**src/rtl/pwm_ctl.sv**
```systemverilog
module pwm_ctl #(
  parameter int NCH   = 2,
  parameter int DIV_W = 17
) (
  input  logic           clk,
  input  logic           rst_n,
  input  logic           reg_we,
  input  logic [3:0]     reg_addr,
  input  logic [31:0]    reg_wdata,
  output logic [31:0]    reg_rdata,
  output logic [NCH-1:0] pwm_out
);
  localparam int CNT_W  = 16;
  localparam int STRIDE = 15;
  localparam int RDY_LO = 28;

  logic [NCH-1:0][3:0]       code;
  logic [NCH-1:0]            en, act, gate, mode, byp, busy, pend;
  logic [NCH-1:0]            run, tick, valid, wrap, xfer, q;
  logic [NCH-1:0][31:0]      shd, cur;
  logic [NCH-1:0][CNT_W-1:0] cnt;
  logic [NCH-1:0][DIV_W-1:0] pre, ratio;

  wire ctrl_we = reg_we && reg_addr == 4'h0;
  wire unused_wbits = ^{reg_wdata[14:10], reg_wdata[31:25]};

  for (genvar g = 0; g < NCH; g++) begin : g_ch
    localparam int B = g * STRIDE;
    wire pd_we = reg_we && reg_addr == 4'(4 + 4 * g);
    wire start = ctrl_we && reg_wdata[B+7] && reg_wdata[B+8];

    always_comb begin
      case (code[g])
        4'd0:    ratio[g] = DIV_W'(120);
        4'd1:    ratio[g] = DIV_W'(180);
        4'd2:    ratio[g] = DIV_W'(240);
        4'd3:    ratio[g] = DIV_W'(360);
        4'd4:    ratio[g] = DIV_W'(480);
        4'd8:    ratio[g] = DIV_W'(12000);
        4'd9:    ratio[g] = DIV_W'(24000);
        4'd10:   ratio[g] = DIV_W'(36000);
        4'd11:   ratio[g] = DIV_W'(48000);
        4'd12:   ratio[g] = DIV_W'(72000);
        4'd15:   ratio[g] = DIV_W'(1);
        default: ratio[g] = '0;
      endcase
    end

    assign valid[g] = ratio[g] != '0;
    assign run[g]   = en[g] && gate[g] && valid[g] && !byp[g] && (!mode[g] || busy[g]);
    assign tick[g]  = gate[g] && valid[g] && pre[g] == ratio[g] - DIV_W'(1);
    assign wrap[g]  = run[g] && tick[g] && cnt[g] == cur[g][31:16];
    assign xfer[g]  = pend[g] && (!run[g] || wrap[g]);
    assign q[g]     = run[g] ? ((cnt[g] < cur[g][15:0]) ? act[g] : !act[g]) : !act[g];
    assign pwm_out[g] = byp[g] ? clk : q[g];

    always_ff @(posedge clk) begin
      if (!rst_n) begin
        code[g] <= '0; en[g] <= 1'b0; act[g] <= 1'b0; gate[g] <= 1'b0;
        mode[g] <= 1'b0; byp[g] <= 1'b0; busy[g] <= 1'b0; pend[g] <= 1'b0;
        shd[g] <= '0; cur[g] <= '0; cnt[g] <= '0; pre[g] <= '0;
      end else begin
        if (ctrl_we) begin
          en[g]   <= reg_wdata[B+4];
          act[g]  <= reg_wdata[B+5];
          gate[g] <= reg_wdata[B+6];
          mode[g] <= reg_wdata[B+7];
          byp[g]  <= reg_wdata[B+9];
          if (!gate[g]) code[g] <= reg_wdata[B+3:B];
        end

        if (!gate[g] || !valid[g] || tick[g] || start) pre[g] <= '0;
        else pre[g] <= pre[g] + DIV_W'(1);

        if (!run[g] || start) cnt[g] <= '0;
        else if (tick[g]) cnt[g] <= wrap[g] ? '0 : cnt[g] + CNT_W'(1);

        if (start) busy[g] <= 1'b1;
        else if (wrap[g] || !mode[g]) busy[g] <= 1'b0;

        if (pd_we) shd[g] <= reg_wdata;
        if (xfer[g]) cur[g] <= shd[g];
        if (pd_we) pend[g] <= 1'b1;
        else if (xfer[g]) pend[g] <= 1'b0;
      end
    end
  end

  always_comb begin
    reg_rdata = '0;
    if (reg_addr == 4'h0) begin
      for (int i = 0; i < NCH; i++) begin
        reg_rdata[i*STRIDE +: 10] = {byp[i], busy[i], mode[i], gate[i], act[i], en[i], code[i]};
        reg_rdata[RDY_LO + i] = pend[i];
      end
    end else begin
      for (int i = 0; i < NCH; i++)
        if (reg_addr == 4'(4 + 4 * i)) reg_rdata = shd[i];
    end
  end
endmodule

```
**config.mk**
```make
export PLATFORM = sky130hd
export DESIGN_NAME = pwm_ctl
export DESIGN_NICKNAME = d
export VERILOG_FILES = /design/src/rtl/pwm_ctl.sv
export SDC_FILE = /design/constraint.sdc
export NUM_CORES = 1
export LEC_CHECK = 0
export BUFFER_PORTS_ARGS = -buffer_cell sky130_fd_sc_hd__buf_2
export CAP_MARGIN = 15
export CORE_MARGIN = 10
export CORE_UTILIZATION = 35
export DETAILED_ROUTE_END_ITERATION = 8
export PLACE_DENSITY_LB_ADDON = 0.12
export SLEW_MARGIN = 10
export SYNTH_ARGS = -nofsm -noshare
export SYNTH_HDL_FRONTEND = slang
export SYNTH_SLANG_ARGS = --single-unit
```
**constraint.sdc**
```tcl
create_clock -name clk -period 3.2 [get_ports clk]
set_input_delay 0 -clock clk [delete_from_list [all_inputs] [get_ports clk]]
set_output_delay 0 -clock clk [all_outputs]
set_load 0.01 [all_outputs]
```
# == Yosys cells after proc, flatten, opt, wreduce, memory -nomap -nowiden ==
# Memories as Yosys holds them, arrays and structs flattened. A register that Yosys moved wholly into a read port is not among the register bits.
# Index checks and enable logic that the tools add are counted.
# word_totals
mem_bits_ro,512
word_cells,135
output_inout_bits,34
n_memories,2
regBits,216
# mem_list
memory,depth,word_bits,read_ports,rd_ports_with_merged_regs,wr,line,source
(no name shown),16,16,1,1,0,33,case (code[g])
(no name shown),16,16,1,1,0,33,
# classes
n_bitwise,3
addsub,6
n_reduce_logical,64
muxes,28
n_eq_ne,6
n_lt_le_gt_ge,2
# op_table
op,n
$mux 32,2
$add 17x1->17 const B,2
$eq 17x17->1,2
$reduce_bool 17->1,2
$sub 17x1->17 const B,2
$add 16x1->16 const B,2
$eq 16x16->1,2
$lt 16x16->1,2
$mux 16,2
$logic_and 1x1->1,25
$mux 10,2
$mux 4,4
$logic_or 1x1->1,14
$mux 1,14
$logic_not 1->1,12
$reduce_bool 2->1,4
$reduce_or 2->1,4
$mux 5,1
$eq 4x3->1 const B,1
$eq 4x4->1 const B,1
$logic_not 4->1,1
$mux 2,2
$reduce_and 2->1,2
$mux 3,1
$not 1->1,3

# == Longest topological paths before layout ==
# depth
ltp_word,10
depth_mapped,14
depth_no_buf,10

==> qor.csv <==
metric;value;unit
status;finished clean;
power_density;499;nW/um^2
synth-async-reset-ratio;0;%
synth.distinct_cells;63;
ys_warn_count;0;
antenna_found_initial;0;
drv_slew;0;
synthCells;1572;
netlist_area;12600;sq um
hpwlAfterDp;27500;microns
wire_per_inst;17.9;microns
finalSetupTns;0;ns
synth_seq_cells;246;
fp.coreArea;35600;sq um
nets;1737;
die_h;210;microns
drive_gt1_share;12.0;%
gr-total-overflow;0;
dieWidth;210;microns
synth-edff-count;0;
critPathMaxFanout;3;
endpoint_kind;output port;
detail_route.iter0.violations;739;
first_pass_iters;5;
core.rowCount;69;
fmax;330;MHz
criticalPathCategory;reg2out;
synthFlopType;dfxtp_1;
worstSetupStartpointType;register;
synth_fp_nets;1655;
grt_max_degree;100;
slew_headroom;33.7;%
grt_pass1_wl;60500;microns
vdd_ir_drop_max;385;uV
viasPerCell;5.20;
vias;11100;
place.gp.congestion;0.824;
avgSynthCellArea;8.02;sq um
antenna_cells;0;
ios;73;
fin_crit;3.03;ns
hp-class;in2reg;
arrival;3.03;ns
drcViolationCount;0;
clkLatencyLatePin;0.67;ns
drv_cap;0;
grtUsageTotal;16.9;%
port_buffers;72;
setup_viol;0;
worstMarginPinSlew;0.994;ns
skew;0.0163;ns
initial_utilization;35.4;%
synth_seq_area_share;39.1;%
power;0.00750;W
power_leakage;5.62;nW
die_area;44000;sq um
syn2layout_area_growth;19.3;%
cp.required;3.20;ns
min_period_over_period;94.8;%
hold_viol_final;0;
routed_wl;38300;microns
clkTransAtPathRegs;0.06;ns
grt_pass1_vias;10500;
cts_tree;done;
rsz0062_at_grt;no;
ant_nets;0;
[stage by stage]
step / worst slack (ns) / utilization, % / area, sq um / instances / hold WS (ns)
after global routing: 0.0160 / 42.3 / 15000 / 2137 / 0.0732
after detailed placement: 0.258 / 37.5 / 13300 / 2034 / 0.196
final: 0.166 / 42.3 / 15000 / 2137 / 0.0444
after floorplan: 0.456 / - / 12600 / 1572 / 0.136
after CTS: 0.0107 / 42.2 / 15000 / 2136 / 0.0142
after global placement: 0.331 / 37.5 / 13300 / 2034 / 0.196
[logic make-up (layout without fill, tap and decap cells)]
logic type / after synthesis / after routing / synth area share, %
buffers and inverters: 160 / 264 / 5.71
AND/OR/NAND/NOR: 669 / 669 / 26.1
flip-flops: 246 / 246 / 39.1
adder cells (fa/ha/maj): 44 / 44 / 4.37
AO/OA/AOI/OAI: 303 / 303 / 13.8
XOR/XNOR: 113 / 113 / 7.86
multiplexers: 37 / 37 / 3.00
[path summary, 6_finish.rpt]
kind	end	from	cells past startpoint	slack [ns]
setup / recovery	pwm_out[1]	ratio[23]	10	0.17
hold / removal	shd[10]	reg_addr[0]	6	0.04
setup reg to reg	cur[28]	ratio[2]	9	0.22
hold reg to reg	pre[0]	pre[0]	1	0.45
[sequential cells by signal, summed over array words and instances (netlist names)]
| name | count |
|---|---|
| pend | 2 |
| act | 2 |
| shd | 64 |
| code | 8 |
| ratio | 30 |
| cur | 64 |
| en | 2 |
| pre | 34 |
| byp | 2 |
| mode | 2 |
| cnt | 32 |
| gate | 2 |
| busy | 2 |
[worst max-delay path: stages (launching register included)]
cell      delay, ns
dfxtp_2        0.35
or4_4          0.56
nor3b_4        0.19
a31oi_2        0.13
buf_4          0.19
and4b_2        0.26
o211ai_1       0.13
a21oi_2        0.09
xor2_1         0.17
o21ai_2        0.15
buf_2          0.15
[layout make-up]
| type | instances | area [sq um] |
|---|---|---|
| timing repair buffer | 148 | 1080 |
| clock inverter | 17 | 320 |
| sequential | 246 | 4930 |
| fill | 3585 | 20500 |
| multi-input combinational | 1166 | 7000 |
| inverter | 57 | 215 |
| tap | 461 | 577 |
| clock buffer | 42 | 902 |
[Yosys cell counts (10+ instances only)]
library cell  count  area [sq um]
buf_2            10          50.1
mux2i_1          34           340
o21ai_1          55           275
nor3_1           24           120
o21ai_0          31           155
inv_1            57           214
dfxtp_1         246          4920
a21oi_1         158           791
nor2_1          159           597
buf_6            11           124
nand2_1         233           875
nand3b_1         36           270
xor2_1           61           534
nand4_1          29           181
a21o_1           10          75.1
nand3_1          73           365
nor4_1           19           119
a22oi_1          10          75.1
xnor2_1          52           455
and3_1           19           119
nand4b_1         12           105
clkbuf_1         71           267
ha_1             44           551
nand2b_1         14          87.6
[what timing repair did]
action	in CTS	in global routing
hold endpoints to repair	99	0
endpoints found under the setup margin	4	4
hold buffers	44	0
pin swaps	2	2
gates resized for setup	6	8
buffers inserted	1	1
[where the power goes]
part	switching, W	leakage (nW)	internal (W)
Clock	0.00143	0.590	0.00269
Sequential	0.0000253	1.98	0.00308
Combinational	0.000174	3.05	0.000101
[layer usage]
metal	track usage, %	wire [microns]	part of all wire, %	vias up
li1	-	-	-	5582
met1	25.3	19300	50	5192
met2	24.1	15900	42	284
met3	3.12	2410	6.3	50
met4	4.14	627	1.6	0
met5	0	0	0	-
[cell usage in the layout (no fill, tap or decap), types with 36 or more instances in the layout]
cell / Yosys / layout
inv_1: 57 / 56
xnor2_1: 52 / 52
a21oi_1: 158 / 157
buf_2: 10 / 72
dfxtp_1: 246 / 241
nand2_1: 233 / 233
ha_1: 44 / 44
dlygate4sd3_1: 0 / 44
nand3_1: 73 / 73
nand3b_1: 36 / 36
o21ai_1: 55 / 55
xor2_1: 61 / 61
nor2_1: 159 / 159
Note: power is estimated with default switching activity, not from simulation.
